File: src/rtl/bus_hold_pkg.sv
package bus_hold_pkg;
  typedef enum logic [1:0] {
    HS_IDLE        = 2'd0,
    HS_FLOAT_WAIT  = 2'd1,
    HS_HOLD        = 2'd2,
    HS_RESUME_WAIT = 2'd3
  } hold_st_e;
endpackage

File: src/rtl/hold_req_sync.sv
module hold_req_sync #(
  parameter int STAGES = 2
) (
  input  logic clk,
  input  logic rst_n,
  input  logic clk_en,
  input  logic req_n,
  output logic req_n_s
);
  localparam int LAST = STAGES - 1;

  logic [LAST:0] chain_q;

  always_ff @(negedge clk or negedge rst_n) begin
    if (!rst_n) chain_q[0] <= 1'b1;
    else if (clk_en) chain_q[0] <= req_n;
  end

  generate
    for (genvar i = 1; i < STAGES; i++) begin : g_stage
      always_ff @(negedge clk or negedge rst_n) begin
        if (!rst_n) chain_q[i] <= 1'b1;
        else if (clk_en) chain_q[i] <= chain_q[i-1];
      end
    end
  endgenerate

  assign req_n_s = chain_q[LAST];
endmodule

File: src/rtl/hold_sampler.sv
module hold_sampler
  import bus_hold_pkg::*;
(
  input  logic     clk,
  input  logic     rst_n,
  input  logic     clk_en,
  input  logic     req_n_s,
  input  hold_st_e st,
  input  logic     bus_busy,
  input  logic     cyc_strobe,
  input  logic     split_first,
  output logic     samp_vld,
  output logic     samp_low
);
  logic idle_ok;
  logic take;

  always_comb begin
    idle_ok = !bus_busy || (cyc_strobe && !split_first);
    unique case (st)
      HS_IDLE: take = idle_ok;
      HS_HOLD: take = 1'b1;
      default: take = 1'b0;
    endcase
  end

  always_ff @(negedge clk or negedge rst_n) begin
    if (!rst_n) begin
      samp_vld <= 1'b0;
      samp_low <= 1'b0;
    end else begin
      samp_vld <= clk_en && take;
      if (clk_en) samp_low <= !req_n_s;
    end
  end

  // the first half of a split access never yields a decision
  p_no_split_sample_r4: assert property (@(negedge clk) disable iff (!rst_n)
    (clk_en && st == HS_IDLE && bus_busy && split_first) |=> !samp_vld);

  // a busy bus without a strobe never yields a decision
  p_busy_needs_strobe_r3: assert property (@(negedge clk) disable iff (!rst_n)
    (st == HS_IDLE && bus_busy && !cyc_strobe) |=> !samp_vld);
endmodule

File: src/rtl/hold_fsm.sv
module hold_fsm
  import bus_hold_pkg::*;
(
  input  logic     clk,
  input  logic     rst_n,
  input  logic     clk_en,
  input  logic     samp_vld,
  input  logic     samp_low,
  output hold_st_e st,
  output logic     cpu_clk_en,
  output logic     hold_ack_n,
  output logic     bus_oe
);
  hold_st_e st_d;
  logic     ack_n_d, oe_d, cpu_d;

  always_comb begin
    st_d = st;
    unique case (st)
      HS_IDLE:        if (samp_vld && samp_low)  st_d = HS_FLOAT_WAIT;
      HS_FLOAT_WAIT:                             st_d = HS_HOLD;
      HS_HOLD:        if (samp_vld && !samp_low) st_d = HS_RESUME_WAIT;
      HS_RESUME_WAIT:                            st_d = HS_IDLE;
      default:                                   st_d = HS_IDLE;
    endcase
    ack_n_d = !(st_d == HS_FLOAT_WAIT || st_d == HS_HOLD);
    oe_d    = !(st_d == HS_HOLD || st_d == HS_RESUME_WAIT);
    cpu_d   = (st_d == HS_IDLE);
  end

  always_ff @(posedge clk or negedge rst_n) begin
    if (!rst_n) begin
      st         <= HS_IDLE;
      hold_ack_n <= 1'b1;
      bus_oe     <= 1'b1;
      cpu_clk_en <= 1'b1;
    end else if (clk_en) begin
      st         <= st_d;
      hold_ack_n <= ack_n_d;
      bus_oe     <= oe_d;
      cpu_clk_en <= cpu_d;
    end
  end

  // bus floats only after a full cycle of low acknowledge
  p_float_after_ack_r5: assert property (@(posedge clk) disable iff (!rst_n)
    $fell(bus_oe) |-> (!hold_ack_n && $past(!hold_ack_n)));

  // cpu clock stops together with the acknowledge
  p_cpu_stop_with_ack_r5: assert property (@(posedge clk) disable iff (!rst_n)
    $fell(hold_ack_n) |-> (!cpu_clk_en && bus_oe));

  // drivers and cpu clock return one cycle after the acknowledge rises
  p_resume_after_ack_r7: assert property (@(posedge clk) disable iff (!rst_n)
    $rose(bus_oe) |-> (hold_ack_n && $past(hold_ack_n) && cpu_clk_en));

  // a frozen clock freezes the sequencer
  p_frozen_stable_r8: assert property (@(posedge clk) disable iff (!rst_n)
    !$past(clk_en) |-> ($stable(st) && $stable(hold_ack_n) && $stable(bus_oe)));
endmodule

File: src/rtl/bus_hold_ctrl.sv
module bus_hold_ctrl
  import bus_hold_pkg::*;
#(
  parameter int SYNC_STAGES = 2
) (
  input  logic clk,
  input  logic rst_n,
  input  logic clk_en,
  input  logic hold_req_n,
  input  logic bus_busy,
  input  logic cyc_strobe,
  input  logic split_first,
  output logic cpu_clk_en,
  output logic hold_ack_n,
  output logic bus_oe
);
  logic     req_n_s;
  logic     samp_vld, samp_low;
  hold_st_e st;

  hold_req_sync #(.STAGES(SYNC_STAGES)) u_sync (
    .clk     (clk),
    .rst_n   (rst_n),
    .clk_en  (clk_en),
    .req_n   (hold_req_n),
    .req_n_s (req_n_s)
  );

  hold_sampler u_samp (
    .clk         (clk),
    .rst_n       (rst_n),
    .clk_en      (clk_en),
    .req_n_s     (req_n_s),
    .st          (st),
    .bus_busy    (bus_busy),
    .cyc_strobe  (cyc_strobe),
    .split_first (split_first),
    .samp_vld    (samp_vld),
    .samp_low    (samp_low)
  );

  hold_fsm u_fsm (
    .clk        (clk),
    .rst_n      (rst_n),
    .clk_en     (clk_en),
    .samp_vld   (samp_vld),
    .samp_low   (samp_low),
    .st         (st),
    .cpu_clk_en (cpu_clk_en),
    .hold_ack_n (hold_ack_n),
    .bus_oe     (bus_oe)
  );
endmodule

File: config.mk
export PLATFORM = sky130hd
export DESIGN_NAME = bus_hold_ctrl
export DESIGN_NICKNAME = d
export VERILOG_FILES = /design/src/rtl/bus_hold_pkg.sv /design/src/rtl/hold_req_sync.sv /design/src/rtl/hold_sampler.sv /design/src/rtl/hold_fsm.sv /design/src/rtl/bus_hold_ctrl.sv
export SDC_FILE = /design/constraint.sdc
export NUM_CORES = 1
export LEC_CHECK = 0
export BUFFER_PORTS_ARGS = -buffer_cell sky130_fd_sc_hd__buf_2
export CELL_PAD_IN_SITES_DETAIL_PLACEMENT = 1
export CELL_PAD_IN_SITES_GLOBAL_PLACEMENT = 1
export CORE_AREA = 2 2 39 41
export CTS_CLUSTER_DIAMETER = 80
export DETAILED_ROUTE_END_ITERATION = 8
export DIE_AREA = 0 0 41 43
export PLACE_DENSITY_LB_ADDON = 0.1
export REMOVE_ABC_BUFFERS = 1
export SLEW_MARGIN = 20
export SYNTH_ARGS = -nofsm -noshare
export SYNTH_HDL_FRONTEND = slang
export SYNTH_SLANG_ARGS = --single-unit
File: constraint.sdc
create_clock -name clk -period 2.1 [get_ports clk]
set_input_delay 0.105 -clock clk [delete_from_list [all_inputs] [get_ports clk]]
set_output_delay 0.105 -clock clk [all_outputs]
set_load 0.03 [all_outputs]
# ---- Word level (Yosys, flattened, before mapping)
# Cells that the tools add are included.
dict set report classes {
  addsub 0
  mul 0
  div 0
  n_lt_le_gt_ge 0
  eq_ne 6
  n_shift 0
  muxes 4
  n_bitwise 0
  reduce_logical 15
}
# cell count
set op_table {}
lappend op_table {{$eq A2 B2 Y1 const B} 4}
lappend op_table {{$pmux W2 S4} 1}
lappend op_table {{$logic_not A1 Y1} 6}
lappend op_table {{$eq A2 B1 Y1 const B} 2}
lappend op_table {{$logic_and A1 B1 Y1} 4}
lappend op_table {{$logic_not A2 Y1} 2}
lappend op_table {{$mux W2} 2}
lappend op_table {{$logic_or A1 B1 Y1} 3}
lappend op_table {{$pmux W1 S2} 1}
dict set report totals {
  ff_bits 9
  latchBits 0
  ramBits 0
  mem_bits_ro 0
  input_bits 7
  word_cells 33
  mem_count 0
}

# ---- Depth between registers and ports, before layout
# Gate-level depths: netlist of run 1.
dict set report depth {
  word_depth 7
  mapped_depth 7
}

# ---- Modules after synthesis
# A second synthesis of run 1 with hierarchy kept.
dict set report unflattened {
  cells_unflattened 40
  area_unflattened_um2 454.2
}
# module n_inst cells_per_inst area_each_um2
set by_module_without_submodules {}
lappend by_module_without_submodules {hold_fsm 1 27 291.5}
lappend by_module_without_submodules {hold_sampler 1 8 83.8}
lappend by_module_without_submodules {hold_req_sync 1 5 78.8}

==> impl_metrics.json, run 1 <==
{
  "slew_headroom": 0.825,
  "criticalPathCategory": "flop to flop",
  "cp_max_fo": 3,
  "syn_avg_cell_area_um2": 11.7,
  "seq_area_frac_synth": 0.505,
  "final_common_cell": "buf_2",
  "p_per_area_nw_per_um2": 1430,
  "wire_per_inst_um": 12.8,
  "hpwl_um": 681,
  "cts_tree": "built",
  "coreArea_um2": 1380,
  "insertion_delay_ns": 0.30,
  "grt_pass1_wl_mm": 1.57,
  "rrSetupSlack_ns": -0.33,
  "antenna_left": 0,
  "cellLeakagePower_uw": 0.000306,
  "worstPathArrival_ns": 2.61,
  "clk_pin_slew_ns": 0.06,
  "finalWorstSetupSlack_ns": -0.329,
  "cts.path.max_buffers": 2,
  "cts_htree_levels": 1,
  "worstMarginPinSlew_ns": 0.262,
  "vdd_drop_max_uv": 480,
  "track_usage": 0.137,
  "row_count": 14,
  "place_ws_ns": -0.326,
  "cts-root-buf": "clkbuf_4",
  "cts_made_buffers": 3,
  "fin_skew_ns": 0.0467,
  "mostFrequentLayoutCells": "9 x buf_2, 5 x inv_1, 5 x buf_4, 5 x dfstp_2",
  "drc_errors": 0,
  "cts_sinks": 9,
  "clkPwrFrac": 0.159,
  "min_from": "clk_en",
  "vias_per_cell": 4.51,
  "grt_overflow_total": 0,
  "pwr-share-comb": 0.510,
  "hold_violations": 0,
  "slew_violations": 0,
  "rr_endpoint": "u_fsm.cpu_clk_en",
  "outcome": "complete, but fails checks",
  "hold_path.class": "input pin to flop",
  "first_global_vias": 371,
  "min_to": "u_fsm.hold_ack_n",
  "required_ns": 2.28,
  "areaGrowthSynthToFinish_pct": 36.6,
  "nets": 69,
  "n_antenna_cell": 0,
  "p_sw_frac": 0.368,
  "critPathCaptureType": "flop",
  "drtIter0Drc": 2,
  "initial_utilization": 0.331,
  "ys_ff_latch": 9,
  "setup_viol": 2,
  "placedCellCount": 66,
  "first_pass_iters": 4,
  "yosysWarnings": 0,
  "routed_wl_um": 946,
  "fp.dieArea_um2": 1760,
  "die-height_um": 43,
  "syn-instance-count": 39,
  "gp_congestion": 0.699,
  "via_count": 334,
  "die_x_um": 41,
  "antenna_found_initial": 0,
  "violations": "setup timing",
  "hold_slack_ns": 0.203,
  "pwr-share-seq": 0.331,
  "r2r_start": "u_samp.samp_low",
  "rsz0062_at_grt": "true",
  "fin_cells": 74,
  "startpoint_type": "flop",
  "rr_worst_depth": 5,
  "grt_max_degree": 12,
  "p_switching_uw": 329,
  "yosysUniqueCellTypes": 17,
  "holdPathStages": 2,
  "maxCapViolations": 0,
  "layout-drive-gt1-share": 0.552,
  "numPortBuffers": 9,
  "cell_internal_pwr_uw": 565,
  "netlist_area_um2": 458,
  "pin_count": 10
}
==> power by group through the flow <==
stage / clock network, µW / registers, µW / logic (µW)
3_5_place_dp: 8.95 / 294 / 372
4_1_cts: 148 / 294 / 414
6_report: 142 / 296 / 456
3_3_place_gp: 8.95 / 289 / 354
5_1_grt: 165 / 303 / 505
2_1_floorplan: 8.95 / 351 / 185
==> cells in the mapped netlist <==
cell / n / area (µm²)
dfstp_2: 5 / 131
nand2b_2: 1 / 8.76
a21oi_1: 4 / 20.0
mux2i_1: 2 / 20.0
nand2b_1: 3 / 18.8
buf_6: 1 / 11.3
dfrtn_1: 2 / 50.1
inv_1: 6 / 22.5
mux2_4: 3 / 45.0
dfrtp_1: 2 / 50.1
a21boi_0: 1 / 7.51
or2_1: 1 / 6.26
nand3_1: 1 / 5.00
ha_1: 3 / 37.5
o21ai_0: 1 / 5.00
nand2_1: 1 / 3.75
o21a_1: 2 / 15.0
==> state kept, by name, summed over array words and instances, names as in the netlist <==
name	count
u_sync.req_n_s	1
u_fsm.cpu_clk_en	1
u_samp.samp_vld	1
u_sync.chain_q	1
u_fsm.st	2
u_samp.samp_low	1
u_fsm.hold_ack_n	1
u_fsm.bus_oe	1
==> per-stage QoR <==
step / TNS (ns) / cell area, µm² / util / power (µW)
final: -0.615 / 626 / 0.452 / 894
after global routing: -0.738 / 626 / 0.452 / 973
after detailed placement: -0.730 / 534 / 0.386 / 674
after global placement: -0.553 / 534 / 0.386 / 652
after floorplan: -0.419 / 447 / - / 544
after CTS: -0.587 / 599 / 0.433 / 856
==> worst max-delay path: stages (launching register included) <==
cell	delay, ns
dfrtn_1	0.44
nand2b_4	0.15
a21oi_2	0.05
or2_1	0.24
ha_4	0.16
mux2_4	0.25
==> per-layer routing <==
layer | share of wire | wire length [µm] | track usage
met1 | 0.42 | 400 | 0.144
met2 | 0.53 | 505 | 0.231
met3 | 0.029 | 27 | 0.0471
met4 | 0.013 | 12 | 0.0600
met5 | 0 | 0 | 0
==> cell type report <==
cell class / count / area (µm²)
fillers: 158 / 758
flip-flops and latches: 9 / 231
multi-input cells: 23 / 229
repair buffers: 15 / 92.6
clock buffers: 4 / 26.3
well taps: 16 / 20.0
inverters: 5 / 18.8
clock inverters: 2 / 7.51
==> timing repair <==
| action | in CTS | in global routing |
|---|---|---|
| endpoints found under the hold margin | 5 | 0 |
| hold buffers | 1 | 0 |
| pin swaps | 1 | 1 |
| resized for setup | 6 | 4 |
| setup endpoints to repair | 3 | 3 |
| buffers inserted | 1 | 1 |
==> cell families (layout without fill, tap and decap cells) <==
family	count (synthesis)	in the layout	synth area share
fa+ha+maj	3	3	0.0820
flops	9	9	0.505
compound gates	8	8	0.104
buf+inv	7	26	0.0738
simple gates	7	7	0.0929
mux	5	5	0.142
==> worst max-delay path by stage <==
| stage | from | to | slack (ns) | cells past startpoint |
|---|---|---|---|---|
| floorplan | u_samp.samp_low | u_fsm.cpu_clk_en | -0.22 | 5 |
| global placement | u_samp.samp_low | u_fsm.cpu_clk_en | -0.25 | 5 |
| detailed placement | u_samp.samp_low | u_fsm.hold_ack_n | -0.33 | 5 |
| CTS | u_samp.samp_low | u_fsm.hold_ack_n | -0.30 | 5 |
| global route | u_samp.samp_low | u_fsm.cpu_clk_en | -0.35 | 5 |
| finish | u_samp.samp_low | u_fsm.cpu_clk_en | -0.33 | 5 |
Power figures use the tool's default switching activity.
==> inputs of run 2 (changes only) <==
--- a/config.mk
+++ b/config.mk
@@ -5,15 +5,17 @@
 export SDC_FILE = /design/constraint.sdc
 export NUM_CORES = 1
 export LEC_CHECK = 0
+export ABC_CLOCK_PERIOD_IN_PS = 2100
 export BUFFER_PORTS_ARGS = -buffer_cell sky130_fd_sc_hd__buf_2
 export CELL_PAD_IN_SITES_DETAIL_PLACEMENT = 1
 export CELL_PAD_IN_SITES_GLOBAL_PLACEMENT = 1
-export CORE_AREA = 2 2 39 41
+export CORE_AREA = 4 4 41 43
 export CTS_CLUSTER_DIAMETER = 80
 export DETAILED_ROUTE_END_ITERATION = 8
-export DIE_AREA = 0 0 41 43
+export DIE_AREA = 0 0 45 47
 export PLACE_DENSITY_LB_ADDON = 0.1
 export REMOVE_ABC_BUFFERS = 1
+export SETUP_SLACK_MARGIN = 0.05
 export SLEW_MARGIN = 20
 export SYNTH_ARGS = -nofsm -noshare
 export SYNTH_HDL_FRONTEND = slang
==> impl_metrics.json, run 2 (synthesized netlist as in run 1, its figures left out) <==
{
  "slowest_stage": "dfrtn_1",
  "die_x_um": 45,
  "grt_pass1_wl_mm": 1.62,
  "cts_sinks": 9,
  "vdd_drop_max_uv": 535,
  "areaGrowthSynthToFinish_pct": 37.4,
  "timing.setup.tns_ns": -0.579,
  "rrSetupSlack_ns": -0.29,
  "worstMarginPinSlew_ns": 0.253,
  "critPathCaptureType": "flop",
  "drtIter0Drc": 1,
  "antenna_found_initial": 0,
  "rr_endpoint": "u_fsm.cpu_clk_en",
  "cts-root-buf": "clkbuf_4",
  "p_per_area_nw_per_um2": 1420,
  "holdPathStages": 2,
  "via_count": 342,
  "fin_cells": 74,
  "hold_violations": 0,
  "criticalPathCategory": "flop to flop",
  "maxCapViolations": 0,
  "n_antenna_cell": 0,
  "p_sw_frac": 0.367,
  "finalPower_uw": 892,
  "rr_worst_depth": 5,
  "pwr-share-comb": 0.506,
  "min_to": "u_fsm.hold_ack_n",
  "drc_errors": 0,
  "antenna_left": 0,
  "rsz0062_at_grt": "true",
  "pwr-share-seq": 0.331,
  "max_stage_delay_ns": 0.44,
  "violations": "setup timing",
  "cts_tree": "built",
  "largest_reg_flops": 2,
  "grt_overflow_total": 0,
  "slew_violations": 0,
  "regMostFlops": "u_fsm.st",
  "routed_wl_um": 972,
  "startpoint_type": "flop",
  "pin_count": 10,
  "outcome": "complete, but fails checks",
  "min_from": "clk_en",
  "crit_chain": "nand2b_4, a21oi_2, or2_1, ha_2, mux2_4",
  "coreArea_um2": 1300,
  "numPortBuffers": 9,
  "placedCellCount": 65,
  "r2r_start": "u_samp.samp_low",
  "nets": 70,
  "vias_per_cell": 4.62,
  "hpwl_um": 774,
  "track_usage": 0.110,
  "initial_utilization": 0.352,
  "cts_made_buffers": 3,
  "clkPwrFrac": 0.164,
  "hold_path.class": "input pin to flop",
  "fp.dieArea_um2": 2120,
  "worstPathArrival_ns": 2.58,
  "insertion_delay_ns": 0.30,
  "cellLeakagePower_uw": 0.000310,
  "cts_htree_levels": 1,
  "finalWorstSetupSlack_ns": -0.293,
  "required_ns": 2.29,
  "setup_viol": 2,
  "first_pass_iters": 2,
  "clk_pin_slew_ns": 0.07,
  "slew_headroom": 0.832,
  "mostFrequentLayoutCells": "9 x buf_2, 6 x inv_1, 6 x buf_4, 5 x dfstp_2",
  "crit_buf_inv": 0,
  "cell_internal_pwr_uw": 564,
  "cp_max_fo": 3,
  "utilization": 0.484,
  "die-height_um": 47,
  "crit_family": "flip-flops",
  "layout-drive-gt1-share": 0.576,
  "final_common_cell": "buf_2",
  "wire_per_inst_um": 13.1,
  "first_global_vias": 392,
  "grt_max_degree": 12,
  "cts.path.max_buffers": 2,
  "p_switching_uw": 328,
  "gp_congestion": 0.680,
  "fin_skew_ns": 0.0462,
  "row_count": 13,
  "fillers": 160
}
## run 2: cell types whose count changed in the layout (fill, tap and decap cells not counted), sizes merged
cell / previous run / this run
buf: 14 / 15
## run 2: stage by stage
| step | instance area [µm²] | hold WS, ns | setup WS (ns) |
|---|---|---|---|
| after global routing | 629 | 0.183 | -0.318 |
| after global placement | 533 | -0.0376 | -0.282 |
| final | 629 | 0.188 | -0.293 |
| after CTS | 618 | 0.186 | -0.303 |
| after floorplan | 447 | -0.191 | -0.223 |
| after detailed placement | 533 | -0.0328 | -0.330 |
## run 2: layer usage
layer | vias to the layer above | global-route usage | wire length (µm)
li1 | 166 | - | -
met2 | 9 | 0.203 | 522
met5 | - | 0 | 0
met3 | 4 | 0.0230 | 47
met1 | 163 | 0.119 | 370
met4 | 0 | 0.0526 | 31
## run 2: what timing repair did
action | 4_1_cts | 5_1_grt
pin swaps | 4 | 1
endpoints found under the setup margin | 3 | 3
setup buffers | 2 | 1
gates resized for setup | 9 | 1
hold buffers | 1 | 0
hold endpoints to repair | 5 | 0
## run 2: worst max-delay path by stage
stage                    startpoint                to  slack (ns)  depth (start not counted)
floorplan           u_samp.samp_low  u_fsm.cpu_clk_en       -0.22                          5
global placement    u_samp.samp_low  u_fsm.cpu_clk_en       -0.28                          5
detailed placement  u_samp.samp_low  u_fsm.cpu_clk_en       -0.33                          5
CTS                 u_samp.samp_low  u_fsm.hold_ack_n       -0.30                          5
global route        u_samp.samp_low  u_fsm.hold_ack_n       -0.32                          5
finish              u_samp.samp_low  u_fsm.cpu_clk_en       -0.29                          5
## run 2: power by group through the flow
stage          clock network (µW)  registers, µW  logic [µW]
3_5_place_dp                 8.95            295         370
4_1_cts                       151            296         441
6_report                      146            295         451
5_1_grt                       167            301         495
3_3_place_gp                 8.95            288         349
2_1_floorplan                8.95            351         185
## run 2: worst register-to-register path, cell delays in order (launching register included)
cell and delay [ns]:
dfrtn_1 0.44, nand2b_4 0.15, a21oi_2 0.05, or2_1 0.21
ha_2 0.17, mux2_4 0.25
## run 2: layout make-up
type / instances / area, µm² / area share
clock buffer: 4 / 26.3 / 0.0417
clock inverter: 2 / 7.51 / 0.0119
inverter: 5 / 18.8 / 0.0298
multi-input combinational: 23 / 226 / 0.360
sequential: 9 / 231 / 0.368
tap: 15 / 18.8 / 0.0298
timing repair buffer: 16 / 100 / 0.159
